--- config.mk ---
export PLATFORM = sky130hd
export DESIGN_NAME = page_write_ctrl
export DESIGN_NICKNAME = d
export VERILOG_FILES = /design/src/rtl/pgw_pkg.sv /design/src/rtl/pgw_latch.sv /design/src/rtl/pgw_timer.sv /design/src/rtl/page_write_ctrl.sv
export SDC_FILE = /design/constraint.sdc
export NUM_CORES = 1
export LEC_CHECK = 0
export BUFFER_PORTS_ARGS = -buffer_cell sky130_fd_sc_hd__buf_2
export CAP_MARGIN = 15
export CORE_MARGIN = 1.5
export CORE_UTILIZATION = 53
export DETAILED_ROUTE_END_ITERATION = 12
export MAX_ROUTING_LAYER = met4
export PLACE_DENSITY = 0.7
export RECOVER_POWER = 100
export SYNTH_ARGS = -nofsm -noshare
export SYNTH_HDL_FRONTEND = slang
export SYNTH_SLANG_ARGS = --single-unit
--- constraint.sdc ---
create_clock -name clk -period 2.5 [get_ports clk]
set_clock_uncertainty 0.05 [all_clocks]
set_input_delay 0.5 -clock clk [delete_from_list [all_inputs] [get_ports clk]]
set_output_delay 0.5 -clock clk [all_outputs]
set_load 0.01 [all_outputs]
--- src/rtl/pgw_pkg.sv ---
package pgw_pkg;
   typedef enum logic {
      PW_IDLE = 1'b0,
      PW_BUSY = 1'b1
   } pw_state_e;
endpackage

--- src/rtl/pgw_latch.sv ---
module pgw_latch #(
   parameter int DATA_W = 8,
   parameter int DEPTH  = 32,
   localparam int IDX_W = $clog2(DEPTH)
) (
   input  logic              clk,
   input  logic              rst_n,
   input  logic              clr,
   input  logic              wr_en,
   input  logic [IDX_W-1:0]  wr_idx,
   input  logic [DATA_W-1:0] wr_data,
   input  logic [IDX_W-1:0]  rd_idx,
   output logic [DATA_W-1:0] rd_data,
   output logic              rd_valid,
   output logic              any_valid
);
   logic [DEPTH-1:0]  vld;
   logic [DATA_W-1:0] mem [DEPTH];

   if ((1 << IDX_W) != DEPTH) begin : g_bad_depth
      $error("pgw_latch: DEPTH must be a power of two");
   end

   for (genvar e = 0; e < DEPTH; e++) begin : g_entry
      always_ff @(posedge clk or negedge rst_n) begin
         if (!rst_n) begin
            vld[e] <= 1'b0;
            mem[e] <= '0;
         end else if (clr) begin
            vld[e] <= 1'b0;
         end else if (wr_en && wr_idx == IDX_W'(e)) begin
            vld[e] <= 1'b1;
            mem[e] <= wr_data;
         end
      end
   end

   assign rd_data   = mem[rd_idx];
   assign rd_valid  = vld[rd_idx];
   assign any_valid = |vld;
endmodule

--- src/rtl/pgw_timer.sv ---
module pgw_timer
   import pgw_pkg::*;
#(
   parameter int CYCLES = 64,
   localparam int CNT_W = $clog2(CYCLES + 1)
) (
   input  logic             clk,
   input  logic             rst_n,
   input  logic             launch,
   output logic             busy,
   output logic             done,
   output logic [CNT_W-1:0] tick
);
   pw_state_e        st;
   logic [CNT_W-1:0] cnt;

   if (CYCLES < 1) begin : g_bad_cycles
      $error("pgw_timer: CYCLES must be at least one");
   end

   always_ff @(posedge clk or negedge rst_n) begin
      if (!rst_n) begin
         st  <= PW_IDLE;
         cnt <= '0;
      end else if (st == PW_IDLE) begin
         if (launch) begin
            st  <= PW_BUSY;
            cnt <= '0;
         end
      end else if (cnt == CNT_W'(CYCLES - 1)) begin
         st  <= PW_IDLE;
         cnt <= '0;
      end else begin
         cnt <= cnt + 1'b1;
      end
   end

   assign busy = (st == PW_BUSY);
   assign done = busy && (cnt == CNT_W'(CYCLES - 1));
   assign tick = cnt;

   // busy ends only after the full count
   assert_busy_len_R5: assert property (@(posedge clk) disable iff (!rst_n)
      $fell(busy) |-> $past(cnt) == CNT_W'(CYCLES - 1));
   // a launch from idle always opens the window
   assert_launch_R5: assert property (@(posedge clk) disable iff (!rst_n)
      (launch && !busy) |=> busy);
endmodule

--- src/rtl/page_write_ctrl.sv ---
module page_write_ctrl #(
   parameter int ADDR_W      = 12,
   parameter int DATA_W      = 8,
   parameter int PAGE_BYTES  = 32,
   parameter int BUSY_CYCLES = 1000,
   localparam int IDX_W  = $clog2(PAGE_BYTES),
   localparam int PAGE_W = ADDR_W - IDX_W,
   localparam int CNT_W  = $clog2(BUSY_CYCLES + 1)
) (
   input  logic              clk,
   input  logic              rst_n,
   input  logic              start_evt,
   input  logic              stop_evt,
   input  logic              addr_load,
   input  logic [ADDR_W-1:0] addr_in,
   input  logic              byte_stb,
   input  logic [DATA_W-1:0] byte_in,
   input  logic              wp_in,
   output logic              busy,
   output logic              arr_we,
   output logic [ADDR_W-1:0] arr_addr,
   output logic [DATA_W-1:0] arr_wdata,
   output logic [ADDR_W-1:0] cur_ptr
);
   if (BUSY_CYCLES < PAGE_BYTES) begin : g_bad_busy
      $error("page_write_ctrl: BUSY_CYCLES must cover one page sweep");
   end
   if (PAGE_W < 1) begin : g_bad_addr
      $error("page_write_ctrl: ADDR_W must exceed the page offset width");
   end

   logic [ADDR_W-1:0] ptr_q;
   logic              accept, launch, clr, done;
   logic              rd_valid, any_valid;
   logic [DATA_W-1:0] rd_data;
   logic [CNT_W-1:0]  tick;
   logic [IDX_W-1:0]  sweep_idx;
   logic              in_sweep;

   assign accept = !busy;

   always_ff @(posedge clk or negedge rst_n) begin
      if (!rst_n) begin
         ptr_q <= '0;
      end else if (accept && addr_load) begin
         ptr_q <= addr_in;
      end else if (accept && byte_stb) begin
         ptr_q <= {ptr_q[ADDR_W-1:IDX_W], ptr_q[IDX_W-1:0] + 1'b1};
      end
   end

   assign launch = accept && stop_evt && !wp_in && any_valid;
   assign clr    = (accept && start_evt) || (accept && stop_evt && wp_in) || done;

   assign sweep_idx = tick[IDX_W-1:0];
   assign in_sweep  = busy && (tick < CNT_W'(PAGE_BYTES));

   pgw_latch #(.DATA_W(DATA_W), .DEPTH(PAGE_BYTES)) u_latch (
      .clk(clk), .rst_n(rst_n), .clr(clr),
      .wr_en(accept && byte_stb), .wr_idx(ptr_q[IDX_W-1:0]), .wr_data(byte_in),
      .rd_idx(sweep_idx), .rd_data(rd_data), .rd_valid(rd_valid),
      .any_valid(any_valid)
   );

   pgw_timer #(.CYCLES(BUSY_CYCLES)) u_timer (
      .clk(clk), .rst_n(rst_n), .launch(launch),
      .busy(busy), .done(done), .tick(tick)
   );

   assign arr_we    = in_sweep && rd_valid;
   assign arr_addr  = {ptr_q[ADDR_W-1:IDX_W], sweep_idx};
   assign arr_wdata = rd_data;
   assign cur_ptr   = ptr_q;

   // array writes only inside the busy window
   assert_we_in_busy_R6: assert property (@(posedge clk) disable iff (!rst_n)
      arr_we |-> busy);
   // protected stop never opens a busy window
   assert_wp_drop_R7: assert property (@(posedge clk) disable iff (!rst_n)
      (stop_evt && wp_in && !busy) |=> !busy);
   // a data byte never moves the page bits
   assert_page_fixed_R3: assert property (@(posedge clk) disable iff (!rst_n)
      (byte_stb && !addr_load && !busy) |=>
         cur_ptr[ADDR_W-1:IDX_W] == $past(cur_ptr[ADDR_W-1:IDX_W]));
   // pointer frozen while busy
   assert_busy_frozen_R10: assert property (@(posedge clk) disable iff (!rst_n)
      busy |=> $stable(cur_ptr));
   // stop with an empty latch starts nothing
   assert_empty_stop_R9: assert property (@(posedge clk) disable iff (!rst_n)
      (stop_evt && !busy && !any_valid) |=> !busy);
endmodule

# After elaboration in Yosys (flattened, before gate mapping)
# Cells that the tools add are included.
[word_totals] ff_bits=311 elab_cells=298
[op_classes] add_sub_neg=2 magnitude_cmp=3 eq_ne=32 mux=77 bitwise=2 reduce_logical=114
[op_table] op="5-bit equality test, second input constant" count=16
[op_table] op="1-bit 2-to-1 mux" count=68
[op_table] op="2-bit nonzero test" count=34
[op_table] op="2-bit AND reduction" count=32
[op_table] op="1-bit logical AND" count=42
[op_table] op="8-bit binary-select mux with 5-bit select" count=1
[op_table] op="5-bit by 4-bit equality test with 1-bit output, second input constant" count=8
[op_table] op="32-bit OR reduction" count=1
[op_table] op="10-bit 2-to-1 mux" count=3
[op_table] op="5-bit by 3-bit equality test with 1-bit output, second input constant" count=4
[op_table] op="8-bit 2-to-1 mux" count=2
[op_table] op="12-bit 2-to-1 mux" count=1
[op_table] op="10-bit by 1-bit adder with 10-bit output, second input constant" count=1
[op_table] op="10-bit equality test, second input constant" count=1
[op_table] op="5-bit by 2-bit equality test with 1-bit output, second input constant" count=2
[op_table] op="10-bit by 6-bit less-than comparator with 1-bit output, second input constant" count=1
[op_table] op="6-bit >= comparator, second input constant" count=1
[op_table] op="5-bit by 6-bit less-than comparator with 1-bit output, second input constant" count=1
[op_table] op="5-bit inverter with 6-bit output" count=1
[op_table] op="5-bit by 1-bit adder with 5-bit output, second input constant" count=1
[op_table] op="1-bit binary-select mux with 5-bit select" count=1
[op_table] op="5-bit by 1-bit equality test with 1-bit output, second input constant" count=1
[op_table] op="5-bit zero test" count=1
[op_table] op="5-bit 2-to-1 mux" count=1
[op_table] op="other kinds (3)" count=5

# Depth between registers and ports, before layout
# Gate-level depths: netlist of run 1.
[logic_depth] depth_word=7 ltp_mapped=8 mapped_depth_nobuf=6

# By module
# Synthesis of run 1 repeated with hierarchy kept, for this count alone.
[unflattened] cells_unflattened=957 hier_area_um2=14488.9
[modules_own_cells] module="pgw_latch" n_inst=1 cells_per_inst=815 area_per_inst_um2=13177.6 seq_area_each_um2=7206.9
[modules_own_cells] module="page_write_ctrl" n_inst=1 cells_per_inst=75 area_per_inst_um2=668.1 seq_area_each_um2=300.3
[modules_own_cells] module="pgw_timer" n_inst=1 cells_per_inst=67 area_per_inst_um2=643.1 seq_area_each_um2=275.3

# Worst setup path after synthesis of run 1
# OpenSTA, ideal clock, no wires.
[synth_timing] path_kind="flip-flop to output port" startpoint="register u_timer.cnt[1] (netlist: u_timer.tick[1])" endpoint="output port arr_wdata[0]" arrival_ps=1759 required_ps=1950 slack_ps=191 path_stages_with_launch=9 path_buffers=4 path_cell_list="dfrtp_1 -> buf_2 -> buf_4 -> buf_4 -> buf_2 -> mux2i_1 -> nand2_1 -> a31oi_1 -> o221ai_1"
[synth_between] elab_chain_cells=4
[synth_lines] item="from (decl)" line="pgw_timer.sv:15" source="logic [CNT_W-1:0] cnt;"
[synth_lines] item="from (signal assigned)" line="pgw_timer.sv:34" source="cnt <= cnt + 1'b1;"
[synth_lines] item="5-bit inverter with 6-bit output (not written as such)" line="pgw_latch.sv:38" source="assign rd_data = mem[rd_idx];"
[synth_lines] item="8-bit binary-select mux with 5-bit select" line="pgw_latch.sv:38"
[synth_lines] item="8-bit 2-to-1 mux (not written as such) (2 in series)" line="pgw_latch.sv:38"
[synth_lines] item="to (decl)" line="page_write_ctrl.sv:22" source="output logic [DATA_W-1:0] arr_wdata,"
# No other way between the ends. The select of a mux whose other input is x is not followed.

# Final worst setup path of run 1
[layout_timing] startpoint="register u_timer.cnt[0] (netlist: u_timer.tick[0])" endpoint="output port arr_wdata[6]"
# The elaborated chain is that of the path after synthesis.

==> results of run 1 <==
-- routing by layer --
layer	part of all wire, %	vias to the layer above
li1	-	4106
met1	45	4903
met2	47	314
met3	5.5	58
met4	2.2	0
met5	0	-
-- cell type report --
| type | instances | area share [%] |
|---|---|---|
| clock inverter | 12 | 0.760 |
| sequential | 311 | 44.2 |
| tap | 372 | 2.64 |
| timing repair buffer | 159 | 7.85 |
| inverter | 6 | 0.128 |
| multi-input combinational | 650 | 38.5 |
| clock buffer | 49 | 5.91 |
-- sequential cells by signal (all words and copies together), names as in the netlist --
register / cells
u_timer.tick: 10
u_latch.mem: 256
cur_ptr: 12
u_timer.busy: 1
u_latch.vld: 32
-- power by group through the flow --
stage	sequential (mW)	combinational, mW	clock (mW)
after floorplan	5.18	0.150	0
after global placement	5.18	0.350	0
after detailed placement	5.19	0.354	0
after CTS	5.09	0.361	5.23
after global routing	5.10	0.389	5.46
final	5.10	0.347	5.14
-- timing repair --
action                     CTS  global route
hold endpoints to repair    57             0
setup buffers               13             3
hold buffers                 1             0
setup endpoints to repair    9            21
pin swaps                    5            10
cloned                       3             2
gates resized for setup     39            29
-- critical path, stage by stage (launching register included) --
cell and delay, ps:
dfrtp_2 440, buf_12 170, buf_4 150, mux4_2 510, mux2i_2 250, o221ai_2 190
buf_2 190
-- stage by stage --
| stage | cell area (um2) | std cells | power, mW | worst slack, ps | utilization (%) |
|---|---|---|---|---|---|
| after floorplan | 14700 | 1050 | 5.33 | 191 | - |
| after global placement | 15900 | 1477 | 5.53 | -103 | 58.7 |
| after detailed placement | 15900 | 1477 | 5.54 | -125 | 58.7 |
| after CTS | 17500 | 1555 | 10.7 | -477 | 64.5 |
| after global routing | 17600 | 1559 | 10.9 | -516 | 65.0 |
| final | 17600 | 1559 | 10.6 | -480 | 65.0 |
-- cells in the final DEF, fill, tap and decap left out, types with 6 or more instances in the layout --
cell type | Yosys | layout
buf_2 | 20 | 41
mux2_1 | 6 | 6
o221ai_2 | 0 | 7
nor2_1 | 8 | 7
clkbuf_16 | 0 | 37
nor2b_1 | 8 | 7
mux2_2 | 258 | 258
mux4_2 | 41 | 41
nand2_1 | 38 | 36
a21oi_1 | 14 | 10
mux2i_1 | 78 | 62
buf_4 | 18 | 67
nor3_2 | 2 | 6
a21o_1 | 27 | 27
dfrtp_1 | 311 | 309
a31oi_2 | 0 | 6
mux2i_2 | 0 | 12
o21ai_0 | 13 | 12
a31oi_1 | 15 | 8
a22o_1 | 23 | 23
nor2_2 | 19 | 20
clkbuf_1 | 45 | 23
clkbuf_8 | 0 | 9
buf_12 | 0 | 19
clkinv_2 | 0 | 6
ha_1 | 7 | 7
nor4_1 | 8 | 8
-- worst paths after layout --
kind	startpoint	endpoint	cells past startpoint
max	u_timer.tick[0]	arr_wdata[6]	6
min	addr_in[5]	cur_ptr[5]	2
max in group asynchronous	rst_n	u_latch.mem[185]	3
max reg2reg	u_timer.tick[1]	u_latch.vld[24]	10
min in group asynchronous	rst_n	u_timer.tick[8]	2
min reg2reg	u_latch.mem[93]	u_latch.mem[93]	1
-- logic make-up after synthesis --
logic type,count (synthesis)
AO/OA/AOI/OAI,123
XOR/XNOR,1
adder cells (fa/ha/maj),7
buffers and inverters,90
flip-flops,311
multiplexers,383
AND/OR/NAND/NOR,135
==> impl_metrics.env, run 1 <==
export IMPL_synth_top_family_by_area="multiplexers"
export IMPL_synthTopCellsByArea="dfrtp_1 (53%), mux2_2 (20%), mux4_2 (6.3%), mux2i_1 (5.3%), a21o_1 (1.4%)"
export IMPL_track_usage_pct=27.1
export IMPL_setup_viol=9
export IMPL_setup_ws_ps=-480
export IMPL_worst_ir_drop_vdd_mv=0.426
export IMPL_cts_tree="built"
export IMPL_post_synth_and_or_nand_nor_area_fraction_pct=5.53
export IMPL_totalWireLength_um=36700
export IMPL_pin_count=61
export IMPL_synthToLayoutAreaGrowth_pct=19.8
export IMPL_clkTransAtPathRegs_ps=60
export IMPL_ys_async_sr_fraction_pct=100
export IMPL_drv_slew=59
export IMPL_die_w_um=170
export IMPL_grt_use_met3_pct=3.87
export IMPL_grt_pass1_wl_um=56600
export IMPL_hold_class="input port to flop"
export IMPL_leakage_nw=8.98
export IMPL_synth_common_cells="dfrtp_1 (311), mux2_2 (258), mux2i_1 (78)"
export IMPL_synth_nets=1084
export IMPL_cts_sinks=311
export IMPL_synth_adder_area_share_pct=0.596
export IMPL_n_fill_cell=1940
export IMPL_antenna_cells=0
export IMPL_ys_types=63
export IMPL_yosysTopAreaCell="dfrtp_1"
export IMPL_yosys_warnings=0
export IMPL_p_comb_share_pct=3.3
export IMPL_die_y_um=170
export IMPL_clk_latency_ps=510
export IMPL_start_util_pct=54.2
export IMPL_port_buffers=60
export IMPL_ys_seq_area_share_pct=53.0
export IMPL_drc=0
export IMPL_nets=1197
export IMPL_synth_cells=1050
export IMPL_switchingPower_mw=2.30
export IMPL_p_int_mw=8.28
export IMPL_routed_via_density=6.02
export IMPL_first_iter_violations=718
export IMPL_p_per_area_nw_per_um2=601
export IMPL_use_met2_pct=41.0
export IMPL_dp_hpwl_um=23300
export IMPL_grt_max_degree=80
export IMPL_grt_setup_unrepaired="yes"
export IMPL_synth_seq_cells=311
export IMPL_synth_xor_area_share_pct=0.0596
export IMPL_drt_pass1_iter_count=5
export IMPL_hold_viol_final=0
export IMPL_register_area_um2=7790
export IMPL_p_seq_share_pct=48.1
export IMPL_vias=9381
export IMPL_core_um2=27100
export IMPL_clockRootBuffer="clkbuf_16"
export IMPL_antenna_found_initial=0
export IMPL_synth_area_um2=14700
export IMPL_p_sw_share_pct=21.8
export IMPL_overflow=0
export IMPL_grt_pass1_vias=9530
export IMPL_violations="max-capacitance violations, max-slew violations, negative setup slack"
export IMPL_slew_headroom_pct=-11.4
export IMPL_multi_input_area_um2=6770
export IMPL_period_needed_ps=2980
export IMPL_crit_required_ps=1950
export IMPL_status="complete, but fails checks"
export IMPL_fin_crit_sh_pct=119
export IMPL_ant_nets=0
export IMPL_grt_use_met1_pct=38.1
export IMPL_setup_worst_path_end_class="output port"
export IMPL_drv_cap=1
export IMPL_syn_avg_cell_area_um2=14.0
export IMPL_fp_row_count=60
export IMPL_start_kind="flop"
export IMPL_htreeDepth=2
export IMPL_cts_buffers=35
export IMPL_hold_slack_ps=171
export IMPL_layout_drive_gt1_share_pct=49.1
export IMPL_worstPathArrival_ps=2430
export IMPL_die_area_um2=28700
export IMPL_top_usage_layer="met2"
export IMPL_synthMostInstantiatedCell="dfrtp_1"
export IMPL_synth_top_flop_cell="dfrtp_1"
export IMPL_synth_compound_area_share_pct=6.10
export IMPL_tightest_slew_ps=1670
export IMPL_clockPowerShare_pct=48.6
export IMPL_r2r_slack_ps=140
export IMPL_synth_edf_count=0
export IMPL_synthMuxAreaShare_pct=31.8
export IMPL_post_drt_wl_per_cell_um=23.5
export IMPL_clock_path_buffers=3
export IMPL_fin_setup_tns_ps=-3930
export IMPL_max_freq_mhz=336
export IMPL_synth_top_cell_area_share_pct=53.0
export IMPL_crit_type="flop to output port"
export IMPL_path_max_fanout=8
export IMPL_place_congestion=0.882
No activity file was read; power rests on OpenSTA's default activity.
==> run 2: changes to the inputs <==
==> constraint.sdc (replaced) <==
create_clock -name clk -period 2.5 [get_ports clk]
set_clock_uncertainty 0.05 [all_clocks]
set_input_delay 0.75 -clock clk [delete_from_list [all_inputs] [get_ports clk]]
set_output_delay 0.75 -clock clk [all_outputs]
set_load 0.01 [all_outputs]
==> impl_metrics.env, run 2 (synthesized netlist as in run 1, its figures left out) <==
export IMPL_clk_latency_ps=510
export IMPL_drv_cap=1
export IMPL_met1Wirelength_um=17100
export IMPL_core_um2=27100
export IMPL_drv_slew=57
export IMPL_r2r_slack_ps=-130
export IMPL_crit_chain="buf_12 > buf_12 > buf_16 > mux4_2 > mux2i_2 > o221ai_1 > buf_2"
export IMPL_start_util_pct=54.2
export IMPL_htreeDepth=2
export IMPL_cts_hold_buffers_added=0
export IMPL_p_per_area_nw_per_um2=602
export IMPL_dp_hpwl_um=24500
export IMPL_port_buffers=60
export IMPL_die_w_um=170
export IMPL_final_common_cell="dfrtp_1"
export IMPL_vias=9478
export IMPL_slew_headroom_pct=-2.00
export IMPL_worstPathArrival_ps=2480
export IMPL_ant_nets=0
export IMPL_start_kind="flop"
export IMPL_post_drt_wl_per_cell_um=23.8
export IMPL_die_y_um=170
export IMPL_power_mw=10.5
export IMPL_min_from="addr_in[7]"
export IMPL_drt_pass1_iter_count=5
export IMPL_period_needed_ps=3280
export IMPL_grt_max_degree=57
export IMPL_final_cell_mix="dfrtp_1 (309), mux2_2 (258), mux2i_1 (68)"
export IMPL_layout_drive_gt1_share_pct=43.1
export IMPL_totalWireLength_um=37500
export IMPL_met3WireLength_um=1770
export IMPL_drc=0
export IMPL_clockRootBuffer="clkbuf_16"
export IMPL_layout_cells_non_filler=1576
export IMPL_finalInstanceArea_um2=17400
export IMPL_r2r_end="u_latch.vld[2]"
export IMPL_critPathBufInv=4
export IMPL_setup_worst_path_end_class="output port"
export IMPL_cts_sinks=311
export IMPL_antenna_found_initial=0
export IMPL_routed_via_density=6.01
export IMPL_hold_viol_final=0
export IMPL_hold_path_depth=2
export IMPL_die_area_um2=28700
export IMPL_crit_type="flop to output port"
export IMPL_clkTransAtPathRegs_ps=60
export IMPL_nets=1216
export IMPL_path_max_fanout=14
export IMPL_r2r_start="u_timer.tick[0]"
export IMPL_fin_crit_sh_pct=131
export IMPL_place_congestion=0.830
export IMPL_track_usage_pct=28.1
export IMPL_largest_reg_flops=256
export IMPL_routed_top_layer="met4"
export IMPL_grt_setup_unrepaired="yes"
export IMPL_first_iter_violations=630
export IMPL_dr_wl_met2_um=17700
export IMPL_clock_path_buffers=3
export IMPL_final_util_pct=64.1
export IMPL_grt_pass1_wl_um=59000
export IMPL_violations="max-capacitance violations, max-slew violations, negative setup slack"
export IMPL_tightest_slew_ps=1530
export IMPL_critical_path_max_stage_delay_ps=530
export IMPL_setup_viol=48
export IMPL_crit_family="multiplexers"
export IMPL_hold_class="input port to flop"
export IMPL_hold_path_endpoint="cur_ptr[7]"
export IMPL_regMostFlops="u_latch.mem"
export IMPL_synthToLayoutAreaGrowth_pct=18.3
export IMPL_setup_ws_ps=-782
export IMPL_cts_tree="built"
export IMPL_leakage_nw=8.98
export IMPL_pin_count=61
export IMPL_crit_required_ps=1700
export IMPL_antenna_cells=0
export IMPL_overflow=0
export IMPL_dp_cells=1504
export IMPL_slowest_stage="mux4_2"
export IMPL_placed_area_um2=16300
export IMPL_grt_pass1_vias=9817
export IMPL_path_common_cell="buf_12"
export IMPL_worst_ir_drop_vdd_mv=0.356
export IMPL_fp_row_count=60
export IMPL_n_fill_cell=2025
export IMPL_max_freq_mhz=305
export IMPL_cts_buffers=35
export IMPL_status="complete, but fails checks"
export IMPL_r2r_cells=10
## run 2: how the worst max path moves through the flow
| stage | slack (ps) | startpoint | to | depth (start not counted) |
|---|---|---|---|---|
| 2_1_floorplan | 20 | u_timer.tick[1] | arr_wdata[0] | 8 |
| 3_5_place_dp | -380 | u_timer.tick[0] | arr_wdata[4] | 5 |
| 4_1_cts | -760 | u_timer.tick[1] | arr_wdata[5] | 8 |
| 6_report | -780 | u_timer.tick[0] | arr_wdata[6] | 7 |
| 5_1_grt | -800 | u_timer.tick[0] | arr_wdata[6] | 7 |
| 3_3_place_gp | -330 | u_timer.tick[0] | arr_wdata[4] | 5 |
## run 2: metal layers
metal / GRT usage, % / up-vias
met2: 42.4 / 265
met5: - / -
met4: 8.43 / 0
met1: 39.4 / 5008
met3: 4.45 / 67
li1: - / 4138
## run 2: timing repair
item                                    4_1_cts  5_1_grt
endpoints found under the setup margin        9        9
buffers inserted                              9        0
pin swaps                                    10        4
gates cloned                                  4        0
gates resized for setup                      41       12
## run 2: power by group
| part | internal (mW) | total [mW] | switching [mW] |
|---|---|---|---|
| Sequential | 5.07 | 5.09 | 0.0256 |
| Clock | 3.06 | 5.02 | 1.96 |
| Combinational | 0.0967 | 0.358 | 0.261 |
## run 2: metrics by stage
stage	hold WS, ps	worst slack (ps)	setup TNS [ps]
6_report	421	-782	-9170
3_3_place_gp	418	-333	-5470
3_5_place_dp	424	-381	-4700
4_1_cts	143	-761	-6420
2_1_floorplan	404	21.3	0
5_1_grt	417	-800	-16800
## run 2: cell type report
type / count / area (um2) / area share, %
sequential: 311 / 7790 / 44.8
multi-input combinational: 649 / 6560 / 37.7
timing repair buffer: 179 / 1430 / 8.25
clock buffer: 56 / 1050 / 6.02
tap: 372 / 465 / 2.68
clock inverter: 3 / 65.1 / 0.374
inverter: 6 / 22.5 / 0.130
==> run 3: changes to the inputs <==
Settings changed: REMOVE_ABC_BUFFERS set to 1.
==> impl_metrics.env, run 3 (synthesized netlist as in run 1, its figures left out) <==
export IMPL_final_cell_mix="dfrtp_1 (308), mux2_2 (258), mux2i_1 (70)"
export IMPL_first_iter_violations=588
export IMPL_layout_cells_non_filler=1587
export IMPL_setup_worst_path_end_class="output port"
export IMPL_start_util_pct=54.2
export IMPL_cp_startpoint="u_timer.tick[1]"
export IMPL_die_area_um2=28700
export IMPL_fp_row_count=60
export IMPL_drc=0
export IMPL_crit_chain="buf_4 > clkbuf_16 > buf_12 > mux4_2 > mux2i_4 > o22a_1 > nand3_2 > buf_6"
export IMPL_layout_drive_gt1_share_pct=44.5
export IMPL_grt_max_degree=56
export IMPL_regMostFlops="u_latch.mem"
export IMPL_track_usage_pct=26.7
export IMPL_cts_buffers=35
export IMPL_drv_cap=1
export IMPL_worst_ir_drop_vdd_mv=0.568
export IMPL_routed_via_density=5.98
export IMPL_antenna_cells=0
export IMPL_multi_input_area_um2=6570
export IMPL_nets=1222
export IMPL_p_per_area_nw_per_um2=610
export IMPL_leakage_nw=9.08
export IMPL_dp_cells=1515
export IMPL_violations="max-capacitance violations, max-slew violations, negative setup slack"
export IMPL_ant_nets=0
export IMPL_hold_class="input port to flop"
export IMPL_pin_count=61
export IMPL_dp_slack_ps=-311
export IMPL_hold_viol_final=0
export IMPL_port_buffers=60
export IMPL_totalWireLength_um=36600
export IMPL_slew_headroom_pct=-0.0816
export IMPL_r2r_start="u_timer.tick[1]"
export IMPL_n_fill_cell=2050
export IMPL_synthToLayoutAreaGrowth_pct=18.6
export IMPL_post_drt_wl_per_cell_um=23.1
export IMPL_setup_ws_ps=-745
export IMPL_path_max_fanout=11
export IMPL_cts_tree="built"
export IMPL_dp_hpwl_um=23700
export IMPL_critical_path_max_stage_delay_ps=490
export IMPL_max_freq_mhz=308
export IMPL_min_from="addr_in[7]"
export IMPL_clkTransAtPathRegs_ps=60
export IMPL_grt_pass1_wl_um=56600
export IMPL_core_um2=27100
export IMPL_largest_reg_flops=256
export IMPL_drt_pass1_iter_count=5
export IMPL_tightest_slew_ps=1500
export IMPL_grt_pass1_vias=9638
export IMPL_clk_latency_ps=520
export IMPL_place_congestion=0.829
export IMPL_htreeDepth=2
export IMPL_register_area_um2=7790
export IMPL_vias=9484
export IMPL_cts_sinks=311
export IMPL_overflow=0
export IMPL_grt_setup_unrepaired="yes"
export IMPL_cts_hold_buffers_added=0
export IMPL_start_kind="flop"
export IMPL_clockRootBuffer="clkbuf_16"
export IMPL_crit_required_ps=1700
export IMPL_status="complete, but fails checks"
export IMPL_antenna_found_initial=0
export IMPL_setup_viol=11
export IMPL_final_common_cell="dfrtp_1"
export IMPL_fin_crit_sh_pct=130
export IMPL_drv_slew=52
export IMPL_die_w_um=170
export IMPL_worstPathArrival_ps=2450
export IMPL_die_y_um=170
export IMPL_clock_path_buffers=3
export IMPL_period_needed_ps=3250
export IMPL_slowest_stage="dfrtp_4"
export IMPL_crit_type="flop to output port"
## run 3: timing repair
action	CTS	global route
buffers inserted	0	5
setup endpoints to repair	9	9
hold endpoints to repair	0	0
pin swaps	2	11
gates cloned	1	3
resized for setup	41	21
## run 3: per-layer routing
metal	share of wire, %	GRT usage [%]	wire length, um
met3	4.5	3.85	1630
met2	47	41.0	17400
met4	2.4	7.50	890
met1	46	37.5	16700
met5	0	-	0
## run 3: final timing paths
kind	to	slack [ps]	depth (start not counted)
min in group asynchronous	cur_ptr[2]	550	1
max in group asynchronous	u_timer.tick[1]	260	2
hold / removal	cur_ptr[7]	410	2
setup reg to reg	u_latch.vld[2]	0	9
setup / recovery	arr_wdata[3]	-750	8
hold reg to reg	u_latch.mem[89]	440	1
## run 3: cell type report
cell class / count / share of cell area [%]
Sequential cell: 311 / 44.7
Clock inverter: 12 / 0.718
Tap cell: 372 / 2.67
Clock buffer: 52 / 6.03
Timing Repair Buffer: 185 / 8.07
Inverter: 6 / 0.129
Multi-Input combinational cell: 649 / 37.7
## run 3: metrics by stage
stage          power [mW]  hold WS, ps  setup TNS [ps]  utilization (%)  cell area, um2
3_5_place_dp         5.56          428           -2750             60.5           16400
4_1_cts              10.7          140           -6300             65.6           17800
5_1_grt              11.0          413          -12820             64.3           17400
6_report             10.6          413           -6490             64.3           17400
2_1_floorplan        5.28          404         -126080                -           14300
3_3_place_gp         5.56          422           -2560             60.5           16400
## run 3: power by group
group	leakage, nW	internal, mW	switching (mW)
clock	0.588	3.13	2.07
combinational	4.22	0.0939	0.253
sequential	4.28	5.07	0.0283
## run 3: worst max-delay path, delay by kind of cell (launching register included)
kind                   cells  cell delay, ps
AOI/OAI and AO/OA          1             210
DFF                        1             490
buffers and inverters      4             600
and+or+nand+nor            1             120
muxes                      2             500
